`config.mk`:
```
export PLATFORM = sky130hd
export DESIGN_NAME = ptp_snap_latch
export DESIGN_NICKNAME = d
export VERILOG_FILES = /design/src/rtl/ptp_snap_pkg.sv /design/src/rtl/ptp_snap_lock.sv /design/src/rtl/ptp_snap_chan.sv /design/src/rtl/ptp_snap_regif.sv /design/src/rtl/ptp_snap_latch.sv
export SDC_FILE = /design/constraint.sdc
export NUM_CORES = 1
export LEC_CHECK = 0
export CELL_PAD_IN_SITES_DETAIL_PLACEMENT = 1
export CELL_PAD_IN_SITES_GLOBAL_PLACEMENT = 2
export CORE_ASPECT_RATIO = 0.8
export CORE_UTILIZATION = 36
export DETAILED_ROUTE_END_ITERATION = 12
export PLACE_DENSITY_LB_ADDON = 0.1
export SYNTH_ARGS = -nofsm -noshare
export SYNTH_HDL_FRONTEND = slang
export SYNTH_SLANG_ARGS = --single-unit
```
`constraint.sdc`:
```
create_clock -name clk -period 2.7 [get_ports clk]
set_clock_uncertainty 0.1 [all_clocks]
set_input_delay 0.405 -clock clk [delete_from_list [all_inputs] [get_ports clk]]
set_output_delay 0.405 -clock clk [all_outputs]
set_load 0.02 [all_outputs]
```
`src/rtl/ptp_snap_pkg.sv`:
```
package ptp_snap_pkg;

    typedef enum logic [1:0] {
        MT_SYNC    = 2'd0,
        MT_DLY_REQ = 2'd1,
        MT_FOLLOW  = 2'd2,
        MT_DLY_RSP = 2'd3
    } msg_t;

    typedef enum logic {
        LK_OPEN = 1'b0,
        LK_HELD = 1'b1
    } lock_st_t;

    // direction index: also the flag bit position in the event register
    localparam int DIR_TX = 0;
    localparam int DIR_RX = 1;

    // byte offsets inside one channel window
    localparam int OFS_EVENT = 4;
    localparam int OFS_RX_LO = 8;
    localparam int OFS_RX_HI = 12;
    localparam int OFS_TX_LO = 16;
    localparam int OFS_TX_HI = 20;

    // Receive side stamps Delay_Req as master, Sync as slave;
    // transmit side is the mirror image.
    function automatic logic msg_qualifies(input logic is_rx, input logic master,
                                           input logic [1:0] mt);
        logic want_dly;
        want_dly = ~(is_rx ^ master);
        return want_dly ? (mt == MT_DLY_REQ) : (mt == MT_SYNC);
    endfunction

endpackage

```
`src/rtl/ptp_snap_lock.sv`:
```
module ptp_snap_lock
    import ptp_snap_pkg::*;
#(
    parameter int TIME_W = 64
) (
    input  logic              clk,
    input  logic              rst_n,
    input  logic              hit_i,
    input  logic              ta_i,
    input  logic              clr_i,
    input  logic [TIME_W-1:0] time_i,
    output logic              locked_o,
    output logic [TIME_W-1:0] snap_o
);

    lock_st_t          st_q, st_nxt;
    logic              cap;
    logic [TIME_W-1:0] snap_q;

    always_ff @(posedge clk) begin
        if (!rst_n) st_q <= LK_OPEN;
        else        st_q <= st_nxt;
    end

    always_comb begin
        st_nxt = st_q;
        cap    = 1'b0;
        unique case (st_q)
            LK_OPEN: begin
                if (hit_i) begin
                    cap = 1'b1;
                    if (!ta_i) st_nxt = LK_HELD;      // seize
                end
            end
            LK_HELD: begin
                if (hit_i && (ta_i || clr_i)) begin
                    cap    = 1'b1;                    // reseize / refresh
                    st_nxt = (ta_i && clr_i) ? LK_OPEN : LK_HELD;
                end else if (clr_i) begin
                    st_nxt = LK_OPEN;                 // release
                end
            end
            default: st_nxt = LK_OPEN;
        endcase
    end

    always_ff @(posedge clk) begin
        if (!rst_n)   snap_q <= '0;
        else if (cap) snap_q <= time_i;
    end

    assign locked_o = (st_q == LK_HELD);
    assign snap_o   = snap_q;

    AST_CAPTURE_SETS: assert property (@(posedge clk) disable iff (!rst_n)
        (st_q == LK_OPEN && hit_i && !ta_i) |=> (locked_o && snap_o == $past(time_i)));
    AST_HELD_FROZEN: assert property (@(posedge clk) disable iff (!rst_n)
        (st_q == LK_HELD && !ta_i && !clr_i) |=> $stable(snap_o));
    AST_CLEAR_OPENS: assert property (@(posedge clk) disable iff (!rst_n)
        (st_q == LK_HELD && clr_i && !hit_i) |=> !locked_o);
    AST_CAPTURE_WINS: assert property (@(posedge clk) disable iff (!rst_n)
        (st_q == LK_HELD && clr_i && hit_i && !ta_i) |=> (locked_o && snap_o == $past(time_i)));
    AST_TA_NO_LOCK: assert property (@(posedge clk) disable iff (!rst_n)
        (st_q == LK_OPEN && ta_i) |=> !locked_o);

endmodule

```
`src/rtl/ptp_snap_chan.sv`:
```
module ptp_snap_chan
    import ptp_snap_pkg::*;
#(
    parameter int TIME_W = 64
) (
    input  logic                   clk,
    input  logic                   rst_n,
    input  logic                   tx_evt_i,
    input  logic [1:0]             tx_type_i,
    input  logic                   rx_evt_i,
    input  logic [1:0]             rx_type_i,
    input  logic                   master_i,
    input  logic                   ta_i,
    input  logic [1:0]             clr_i,
    input  logic [TIME_W-1:0]      time_i,
    output logic [1:0]             lock_o,
    output logic [1:0][TIME_W-1:0] snap_o
);

    logic [1:0]      evt_v;
    logic [1:0][1:0] type_v;

    assign evt_v[DIR_TX]  = tx_evt_i;
    assign evt_v[DIR_RX]  = rx_evt_i;
    assign type_v[DIR_TX] = tx_type_i;
    assign type_v[DIR_RX] = rx_type_i;

    for (genvar d = 0; d < 2; d++) begin : g_dir
        logic hit;
        assign hit = evt_v[d] && msg_qualifies(d == DIR_RX, master_i, type_v[d]);

        ptp_snap_lock #(.TIME_W(TIME_W)) u_lock (
            .clk     (clk),
            .rst_n   (rst_n),
            .hit_i   (hit),
            .ta_i    (ta_i),
            .clr_i   (clr_i[d]),
            .time_i  (time_i),
            .locked_o(lock_o[d]),
            .snap_o  (snap_o[d])
        );
    end

endmodule

```
`src/rtl/ptp_snap_regif.sv`:
```
module ptp_snap_regif
    import ptp_snap_pkg::*;
#(
    parameter int NUM_CH    = 3,
    parameter int ADDR_W    = 12,
    parameter int DATA_W    = 32,
    parameter int CH_BASE   = 'h40,
    parameter int CH_STRIDE = 'h20,
    localparam int TIME_W   = 2 * DATA_W
) (
    input  logic                                clk,
    input  logic                                rst_n,
    input  logic                                wr_en,
    input  logic [ADDR_W-1:0]                   addr,
    input  logic [DATA_W-1:0]                   wr_data,
    input  logic [NUM_CH-1:0][1:0]              lock_i,
    input  logic [NUM_CH-1:0][1:0][TIME_W-1:0]  snap_i,
    output logic [NUM_CH-1:0][1:0]              clr_o,
    output logic [DATA_W-1:0]                   rd_data
);

    logic [NUM_CH-1:0]                 evt_hit;
    logic [NUM_CH-1:0][DATA_W-1:0]     ch_rd;

    for (genvar c = 0; c < NUM_CH; c++) begin : g_ch
        localparam int BASE = CH_BASE + c * CH_STRIDE;

        assign evt_hit[c]       = (addr == ADDR_W'(BASE + OFS_EVENT));
        assign clr_o[c][DIR_TX] = wr_en && evt_hit[c] && wr_data[DIR_TX];
        assign clr_o[c][DIR_RX] = wr_en && evt_hit[c] && wr_data[DIR_RX];

        always_comb begin
            ch_rd[c] = '0;
            if (evt_hit[c])
                ch_rd[c] = {{(DATA_W-2){1'b0}}, lock_i[c]};
            else if (addr == ADDR_W'(BASE + OFS_RX_LO))
                ch_rd[c] = snap_i[c][DIR_RX][DATA_W-1:0];
            else if (addr == ADDR_W'(BASE + OFS_RX_HI))
                ch_rd[c] = snap_i[c][DIR_RX][TIME_W-1:DATA_W];
            else if (addr == ADDR_W'(BASE + OFS_TX_LO))
                ch_rd[c] = snap_i[c][DIR_TX][DATA_W-1:0];
            else if (addr == ADDR_W'(BASE + OFS_TX_HI))
                ch_rd[c] = snap_i[c][DIR_TX][TIME_W-1:DATA_W];
        end
    end

    always_comb begin
        rd_data = '0;
        for (int c = 0; c < NUM_CH; c++) rd_data |= ch_rd[c];
    end

    AST_ONE_CHANNEL: assert property (@(posedge clk) disable iff (!rst_n)
        $onehot0(evt_hit));
    AST_CLEAR_NEEDS_WRITE: assert property (@(posedge clk) disable iff (!rst_n)
        (!wr_en) |-> (clr_o == '0));

endmodule

```
`src/rtl/ptp_snap_latch.sv`:
```
module ptp_snap_latch
    import ptp_snap_pkg::*;
#(
    parameter int NUM_CH  = 3,
    parameter int ADDR_W  = 12,
    parameter int DATA_W  = 32,
    localparam int TIME_W = 2 * DATA_W
) (
    input  logic                  clk,
    input  logic                  rst_n,
    input  logic [TIME_W-1:0]     sys_time,
    input  logic [NUM_CH-1:0]     tx_evt,
    input  logic [2*NUM_CH-1:0]   tx_type,
    input  logic [NUM_CH-1:0]     rx_evt,
    input  logic [2*NUM_CH-1:0]   rx_type,
    input  logic [NUM_CH-1:0]     mode_master,
    input  logic [NUM_CH-1:0]     ts_all,
    input  logic                  wr_en,
    input  logic [ADDR_W-1:0]     addr,
    input  logic [DATA_W-1:0]     wr_data,
    output logic [DATA_W-1:0]     rd_data
);

    logic [NUM_CH-1:0][1:0]             lock_w;
    logic [NUM_CH-1:0][1:0]             clr_w;
    logic [NUM_CH-1:0][1:0][TIME_W-1:0] snap_w;

    for (genvar c = 0; c < NUM_CH; c++) begin : g_chan
        ptp_snap_chan #(.TIME_W(TIME_W)) u_chan (
            .clk      (clk),
            .rst_n    (rst_n),
            .tx_evt_i (tx_evt[c]),
            .tx_type_i(tx_type[2*c +: 2]),
            .rx_evt_i (rx_evt[c]),
            .rx_type_i(rx_type[2*c +: 2]),
            .master_i (mode_master[c]),
            .ta_i     (ts_all[c]),
            .clr_i    (clr_w[c]),
            .time_i   (sys_time),
            .lock_o   (lock_w[c]),
            .snap_o   (snap_w[c])
        );
    end

    ptp_snap_regif #(
        .NUM_CH(NUM_CH),
        .ADDR_W(ADDR_W),
        .DATA_W(DATA_W)
    ) u_regif (
        .clk    (clk),
        .rst_n  (rst_n),
        .wr_en  (wr_en),
        .addr   (addr),
        .wr_data(wr_data),
        .lock_i (lock_w),
        .snap_i (snap_w),
        .clr_o  (clr_w),
        .rd_data(rd_data)
    );

endmodule

```
* After elaboration in Yosys (flattened, before gate mapping)
Index checks and enable logic that the tools add are counted.
** Word-level totals
- Flip-flop bits (word level) :: 390
- Bits in latches :: 0
- Memory bits (writable) :: 0
- Memory bits (read-only) :: 0
- Output and inout bits :: 32
- Memories :: 0
** Operators by class
- $add $sub $neg :: 0
- Multiply operators :: 0
- Divide/modulo/power cells :: 0
- Magnitude comparators :: 0
- Equality and inequality tests :: 21
- Shift-type cells :: 0
- Multiplexer cells :: 72
- Bitwise logic cells :: 8
- Reduce and logical (&&, ||, !) cells :: 39
** Operator list (number)
- 2-to-1 mux 32 bit :: 15
- equality test 12 x 7 -> 1 bit (second input constant) :: 10
- bitwise OR 32 bit :: 2
- equality test 12 x 8 -> 1 bit (second input constant) :: 5
- 2-to-1 mux 1 bit :: 45
- logical AND 1 bit :: 27
- one-hot mux 1 bit (2 select lines) :: 12
- equality test 2 x 1 -> 1 bit (second input constant) :: 6
- logical NOT 2 bit :: 6
- logical OR 1 bit :: 6
- NOT 1 bit :: 6

* Logic depth before layout (Yosys ltp)
Gate-level depths: netlist (run 1).
- Depth after elaboration :: 8
- Gate-level depth with buffers :: 9
- Gate-level depth less buffers :: 5

* Cells and area by module
From an unflattened synthesis (run 1), not the netlist that was laid out.
** Unflattened totals
- Cell total of the unflattened synthesis :: 2294
- Area, all modules :: 20298.2 um^2
** By module, submodules not included
- ptp_snap_lock :: times used 6, cells each 282, area an instance 2663.8 um^2, sequential area each 1301.2 um^2
- ptp_snap_regif :: times used 1, cells each 590, area an instance 4202.8 um^2, sequential area each 0.0 um^2
- ptp_snap_chan :: times used 3, cells each 4, area an instance 37.5 um^2, sequential area each 0.0 um^2

* Worst setup path before layout (run 1)
No wires, ideal clock.
- Kind :: input to output
- From :: in addr[1]
- To :: out rd_data[19]
- Arrival time :: 2158 ps
- Required time :: 2195 ps
- Path slack :: 37 ps
- Stages :: 7
- Cell sequence :: or4_4 > buf_6 > nor4_4 > buf_6 > a2bb2oi_1 > a22oi_1 > a221o_1
** On the way
- Word-level cells in the longest chain between the ends :: 8
- Elaborated cells between the ends (all ways) :: 32
- Those cells by class :: 15 x eq/ne; 15 x mux; 2 x bitwise
** RTL lines
- start: declaration :: line ptp_snap_latch.sv:19 : input logic [ADDR_W-1:0] addr,
- equality test 12 x 7 -> 1 bit :: line ptp_snap_regif.sv:42 : else if (addr == ADDR_W'(BASE + OFS_TX_HI))
- 2-to-1 mux 32 bit :: line ptp_snap_regif.sv:42
- 2-to-1 mux 32 bit :: line ptp_snap_regif.sv:40 : else if (addr == ADDR_W'(BASE + OFS_TX_LO))
- 2-to-1 mux 32 bit :: line ptp_snap_regif.sv:38 : else if (addr == ADDR_W'(BASE + OFS_RX_HI))
- 2-to-1 mux 32 bit :: line ptp_snap_regif.sv:36 : else if (addr == ADDR_W'(BASE + OFS_RX_LO))
- 2-to-1 mux 32 bit :: line ptp_snap_regif.sv:34 : if (evt_hit[c])
- bitwise OR 32 bit :: line ptp_snap_regif.sv:49 : for (int c = 0; c < NUM_CH; c++) rd_data |= ch_rd[c];
- bitwise OR 32 bit (*) :: line ptp_snap_regif.sv:49
- end: declaration :: line ptp_snap_latch.sv:21 : output logic [DATA_W-1:0] rd_data
Mark *: on every way between the ends. The rest lies on a longest branch, timed or not.

* Final worst setup path (run 1)
- From :: in addr[10]
- To :: out rd_data[0]
Same word-level chain as after synthesis.

==> summary.txt, run 1 <==
Post-synth EDFFs: 0
First-pass GRT wire length: 111.1 mm
Setup slack after layout: -252.4 ps
Initial drt markers: 1041
Setup CP Type: in2out
Synth warn: 0
Hold Vio Cnt, Final: 0
Clock Latency Late Sink: 580 ps
Yosys cell types: 55
Vias in the first global route: 17.69k
CTS clk-pin slew, worst paths: 60 ps
GPL Wtd Cong: 0.8184
CTS Sinks: 390
Status: finished, violations left
DRC: 0
Cts bufs inserted: 44
Largest net degree at the start of global routing: 51
Top-count cell post-synth: nand2_1
Root buffer cell: clkbuf_16
Die area: 52120 um2
DP Wirelength: 48.25 mm
CP Launch Type: input port
Tot Pwr: 13940 uW
Share of cells above drive strength 1: 0.2037
Synthesized instance count: 2035
First drt pass iteration count: 5
Maximum vdd drop: 0.4321 mV
Violated checks: setup timing
Final Net Count: 2458
Most used DFF post-synth: dfxtp_1
CTS tree: done
Average via count per standard cell: 5.538
R2R Path Start: g_chan[1].u_chan.g_dir[0].u_lock.locked_o
Gr usage total: 0.2846
Async SR Flop Fraction: 0
Worst-path cell chain: buf_8 > or4_4 > buf_6 > nor4_4 > buf_4 > nand2_1 > a32o_1 > nand4_1 > buf_4
Max Clk Rate: 0.3387 GHz
Critical path capture point type: primary output
Die height: 204.4 um
Dpl cells: 2881
H-tree levels: 2
Fin util: 0.4975
Final instance area: 24950 um2
Critical-path top delay cell: or4_4
Routed wire length: 74.31 mm
CTS Buffer Depth: 3
Grt total ovfl: 0
Synth top area cells: dfxtp_1, mux2i_1, nand2_1
Pleak: 0.009285 uW
Antenna viol nets, final: 0
Mapped Nets: 2170
Number of fill cells in the layout: 5533
Initial core utilization: 0.3676
Hold Crit Class: in2reg
Port Buffers: 136
Min-delay src: rst_n
Crit. Startpoint: addr[10]
DP Area: 22200 um2
Worst EP required: 2190 ps
Multi-input logic area: 9943 um2
RSZ-0062 raised after global routing: yes
Final Slew Violations: 0
Min Tclk post-route: 2952 ps
Avg Cell Area, Syn: 9.058 um2
Mapped Area: 18430 um2
Initial antenna violation count: 1
Post-synthesis sequential area ratio: 0.4235
FF+latch count, synth: 390
Power Dens Cells: 558.7 nW/um2
# rows: 73
Crit-path most repeated cell: buf_4
Final std cells w/o fill: 3032
Final setup violation count: 32
Critical path's largest stage delay: 630 ps
Pre-CTS setup slack: -1108 ps
Sequential cell area: 7807 um2
CORE AREA: 50140 um2
Worst path arrival time: 2450 ps
Period utilization: 1.093
R2r endpoint: g_chan[1].u_chan.g_dir[0].u_lock.snap_o[38]
Slew margin rel.: 0.6356
R2R cell count: 4
DR vias: 16.79k
R2r setup slk: 1270 ps
Crit Path Max Fanout: 6
Drt wl/cell: 24.51 um
Chip width: 255.0 um
Synth top area share: 0.4235
Least-Margin Pin Slew: 546.5 ps
CP endpoint: rd_data[0]
I/O pin total: 167
Max cap viols: 0
Layout area overhead: 35.34%
Largest area contributor in the netlist: dfxtp_1
Most common library cells after synthesis: nand2_1, mux2i_1, dfxtp_1
==> how the worst min path moves through the flow <==
| stage | cells after the start | slack (ps) | end |
|---|---|---|---|
| finish | 3 | 140 | g_chan[0].u_chan.g_dir[0].u_lock.snap_o[34] |
| global route | 3 | 140 | g_chan[0].u_chan.g_dir[0].u_lock.snap_o[3] |
| CTS | 3 | 120 | g_chan[2].u_chan.g_dir[1].u_lock.snap_o[2] |
| detailed placement | 2 | 350 | g_chan[1].u_chan.g_dir[1].u_lock.snap_o[16] |
| global placement | 2 | 340 | g_chan[1].u_chan.g_dir[1].u_lock.snap_o[1] |
| floorplan | 2 | 330 | g_chan[1].u_chan.g_dir[1].u_lock.snap_o[1] |
==> where the power goes <==
| group | internal (uW) | switching (uW) | total (uW) | leakage, uW |
|---|---|---|---|---|
| combinational | 754 | 942 | 1700 | 0.00540 |
| clock | 3490 | 2620 | 6110 | 0.000717 |
| sequential | 6000 | 134 | 6130 | 0.00317 |
==> cells in the final DEF (no fill, tap or decap), types with 6 or more instances in the layout <==
master / count
a221oi_1: 14
nand3_1: 22
a211o_1: 10
clkinv_2: 10
nor2_1: 27
clkdlybuf4s50_1: 91
o21ai_0: 133
clkbuf_16: 48
buf_6: 74
a22oi_1: 40
nand2_1: 495
dfxtp_1: 390
a22oi_2: 8
o21ai_1: 6
or3_1: 11
a21oi_1: 89
a31oi_4: 6
a221o_1: 34
mux2i_1: 410
nand3b_1: 7
buf_4: 164
a2bb2oi_1: 20
nand2_4: 7
a22o_1: 6
buf_12: 78
a211oi_1: 17
buf_8: 7
clkbuf_1: 7
clkbuf_8: 10
==> critical path: cells and delay by family <==
family,cells,cell delay (ps)
AO/OA/AOI/OAI,1,240
buffers and inverters,4,700
AND/OR/NAND/NOR,4,1090
==> timing repair <==
action                     in CTS  in global routing
setup endpoints to repair      32                 32
cloned                          8                  2
gates resized for setup       322                 45
setup buffers                  52                 13
hold buffers                    0                  0
pin swaps                      48                 41
==> per-stage QoR <==
stage,hold WS [ps],TNS [ps]
after global routing,140.4,-5725
after CTS,115.5,-6528
after detailed placement,346.1,-201230
after global placement,338.7,-179440
final,138.2,-4294
after floorplan,330.0,0
==> routing by layer <==
metal / up-vias / global-route usage / wire (um)
met5: - / 0 / 0
met2: 401 / 0.4405 / 32840
met1: 8519 / 0.4021 / 36120
li1: 7761 / - / -
met4: 0 / 0.09731 / 2006
met3: 109 / 0.04037 / 3347
==> logic make-up (layout without fill, tap and decap cells) <==
family	after synthesis	count (layout)	synth area share
simple gates	626	626	0.1439
compound gates	413	413	0.1461
mux	410	410	0.2226
flops	390	390	0.4235
buf+inv	190	511	0.06095
xor+xnor	6	6	0.002851
other cells	0	1	0
==> registers in the layout, summed over array words and instances (netlist names) <==
name,cells
g_chan.u_chan.g_dir.u_lock.locked_o,6
g_chan.u_chan.g_dir.u_lock.snap_o,384
==> final cells by class <==
class / instances / share of cell area
Clock buffer: 63 / 0.05271
Antenna cell: 1 / 0.0001003
Clock inverter: 16 / 0.005166
Inverter: 5 / 0.0007523
Multi-Input combinational cell: 1455 / 0.3986
Tap cell: 675 / 0.03385
Sequential cell: 390 / 0.3130
Timing Repair Buffer: 427 / 0.1959
Note: power is estimated with default switching activity, not from simulation.
==> inputs of run 2 (changes only) <==
--- a/config.mk
+++ b/config.mk
@@ -5,9 +5,11 @@
 export SDC_FILE = /design/constraint.sdc
 export NUM_CORES = 1
 export LEC_CHECK = 0
+export ABC_AREA = 0
 export CELL_PAD_IN_SITES_DETAIL_PLACEMENT = 1
 export CELL_PAD_IN_SITES_GLOBAL_PLACEMENT = 2
 export CORE_ASPECT_RATIO = 0.8
+export CORE_MARGIN = 8
 export CORE_UTILIZATION = 36
 export DETAILED_ROUTE_END_ITERATION = 12
 export PLACE_DENSITY_LB_ADDON = 0.1
==> summary.txt, run 2 (synthesis gave the netlist of run 1 again) <==
Antenna viol nets, final: 0 (unchanged)
RSZ-0062 raised after global routing: yes (unchanged)
Dpl cells: 2902 (was 2881)
Maximum vdd drop: 0.3716 mV (was 0.4321 mV)
CTS Sinks: 390 (unchanged)
Crit. Startpoint: addr[9] (was addr[10])
Hold Crit Class: in2reg (unchanged)
CTS Buffer Depth: 3 (unchanged)
Setup_tns: -5258 ps (was -4294 ps)
Initial core utilization: 0.3626 (was 0.3676)
R2r endpoint: g_chan[2].u_chan.g_dir[1].u_lock.snap_o[50] (was g_chan[1].u_chan.g_dir[0].u_lock.snap_o[38])
Critical path capture point type: primary output (unchanged)
R2r setup slk: 1280 ps (was 1270 ps)
First drt pass iteration count: 5 (unchanged)
Number of fill cells in the layout: 5611 (was 5533)
Fin util: 0.4888 (was 0.4975)
Min Tclk post-route: 2973 ps (was 2952 ps)
Final setup violation count: 32 (unchanged)
R2R Path Start: g_chan[2].u_chan.g_dir[1].u_lock.locked_o (was g_chan[1].u_chan.g_dir[0].u_lock.locked_o)
Root buffer cell: clkbuf_16 (unchanged)
CTS clk-pin slew, worst paths: 50 ps (was 60 ps)
CORE AREA: 50830 um2 (was 50140 um2)
# rows: 74 (was 73)
Commonest non-fill, non-tap cells in the layout: nand2_1, mux2i_1, dfxtp_1 (unchanged)
Die area: 58750 um2 (was 52120 um2)
Critical path's largest stage delay: 560 ps (was 630 ps)
Period utilization: 1.101 (was 1.093)
Initial drt markers: 1144 (was 1041)
Final Slew Violations: 0 (unchanged)
Crit-path most repeated cell: buf_6 (was buf_4)
First-pass GRT wire length: 112.6 mm (was 111.1 mm)
Max cap viols: 0 (unchanged)
Status: finished, violations left (unchanged)
Final Net Count: 2448 (was 2458)
Final std cells w/o fill: 3022 (was 3032)
Layout area overhead: 34.79% (was 35.34%)
Max reg flops: 384 (unchanged)
Port Buffers: 136 (unchanged)
Critical-path top delay cell: or4b_4 (was or4_4)
Setup CP Type: in2out (unchanged)
Die height: 218.4 um (was 204.4 um)
Least-Margin Pin Slew: 533.8 ps (was 546.5 ps)
CTS tree: done (unchanged)
Gr usage total: 0.2502 (was 0.2846)
R2R cell count: 4 (unchanged)
Largest net degree at the start of global routing: 60 (was 51)
CP Launch Type: input port (unchanged)
Max Clk Rate: 0.3364 GHz (was 0.3387 GHz)
Violated checks: setup timing (unchanged)
Crit Path Max Fanout: 5 (was 6)
Slew margin rel.: 0.6396 (was 0.6356)
GPL Wtd Cong: 0.8094 (was 0.8184)
Worst-path cell chain: buf_8 > or4b_4 > buf_6 > nor4_4 > buf_4 > buf_8 > buf_6 > nand2_2 > a32o_1 > nand4_1 > buf_6 (was buf_8 > or4_4 > buf_6 > nor4_4 > buf_4 > nand2_1 > a32o_1 > nand4_1 > buf_4)
DRC: 0 (unchanged)
DP Wirelength: 49.34 mm (was 48.25 mm)
Vias in the first global route: 17.81k (was 17.69k)
Worst path arrival time: 2470 ps (was 2450 ps)
Grt total ovfl: 0 (unchanged)
Chip width: 269.0 um (was 255.0 um)
Most common cell after layout, fill and taps aside: nand2_1 (unchanged)
Power Dens Cells: 550.5 nW/um2 (was 558.7 nW/um2)
Antenna Cells: 0 (was 1)
I/O pin total: 167 (unchanged)
Worst EP required: 2190 ps (about the same)
Drt wl/cell: 25.34 um (was 24.51 um)
Pleak: 0.009107 uW (was 0.009285 uW)
CP endpoint: rd_data[0] (unchanged)
H-tree levels: 2 (unchanged)
Share of cells above drive strength 1: 0.2066 (was 0.2037)
Hold Vio Cnt, Final: 0 (unchanged)
Setup slack after layout: -272.6 ps (was -252.4 ps)
Clock Latency Late Sink: 570 ps (was 580 ps)
Cts bufs inserted: 44 (unchanged)
DR vias: 16.75k (was 16.79k)
Initial antenna violation count: 3 (was 1)
Routed wire length: 76.58 mm (was 74.31 mm)
Average via count per standard cell: 5.542 (was 5.538)
==> run 2: cell type report <==
| cell class | instances | area, um2 | share of cell area |
|---|---|---|---|
| clock buffer | 67 | 1277 | 0.05141 |
| clock inverter | 4 | 60.06 | 0.002417 |
| sequential | 390 | 7807 | 0.3142 |
| tap | 684 | 855.8 | 0.03444 |
| multi-input combinational | 1455 | 10090 | 0.4062 |
| timing repair buffer | 417 | 4731 | 0.1904 |
| inverter | 5 | 22.52 | 0.0009064 |
==> run 2: timing repair <==
action                                  in CTS  in global routing
cloned                                       6                  3
hold buffers                                 0                  0
pin swaps                                   48                 48
resized for setup                          310                 67
endpoints found under the setup margin      61                 32
setup buffers                               29                 20
==> run 2: where the power goes <==
| part | internal (uW) | total (uW) | switching, uW |
|---|---|---|---|
| Clock | 3330 | 5840 | 2510 |
| Sequential | 6000 | 6130 | 135 |
| Combinational | 756 | 1710 | 950 |
==> run 2: critical path, delay by kind of cell <==
| family | cells | cell delay (ps) |
|---|---|---|
| AND/OR/NAND/NOR | 4 | 980 |
| buffers and inverters | 6 | 860 |
| AO/OA/AOI/OAI | 1 | 210 |
==> run 2: layer usage <==
metal | up-vias | global-route usage | wire length [um]
met3 | 119 | 0.03842 | 3910
met4 | 0 | 0.07724 | 2028
met1 | 8484 | 0.3476 | 36570
met5 | - | 0 | 0
met2 | 417 | 0.3963 | 34070
li1 | 7729 | - | -
==> run 2: how the worst min path moves through the flow <==
stage | start | to | cells past startpoint
finish | rst_n | g_chan[2].u_chan.g_dir[0].u_lock.snap_o[35] | 3
global route | rst_n | g_chan[0].u_chan.g_dir[0].u_lock.snap_o[57] | 3
CTS | rst_n | g_chan[0].u_chan.g_dir[1].u_lock.snap_o[59] | 3
detailed placement | g_chan[0].u_chan.g_dir[1].u_lock.snap_o[15] | g_chan[0].u_chan.g_dir[1].u_lock.snap_o[15] | 2
global placement | g_chan[0].u_chan.g_dir[1].u_lock.snap_o[4] | g_chan[0].u_chan.g_dir[1].u_lock.snap_o[4] | 2
floorplan | g_chan[1].u_chan.g_dir[1].u_lock.snap_o[1] | g_chan[1].u_chan.g_dir[1].u_lock.snap_o[1] | 2
==> run 2: per-stage QoR <==
stage	hold WS, ps	area (um2)	setup WS (ps)	power, uW
after global placement	338.9	22300	-1018	7837
after detailed placement	346.1	22300	-1028	7881
final	144.8	24850	-272.6	13680
after CTS	127.5	24450	-348.3	13760
after floorplan	330.0	18430	36.88	7084
after global routing	154.4	24850	-287.2	14150
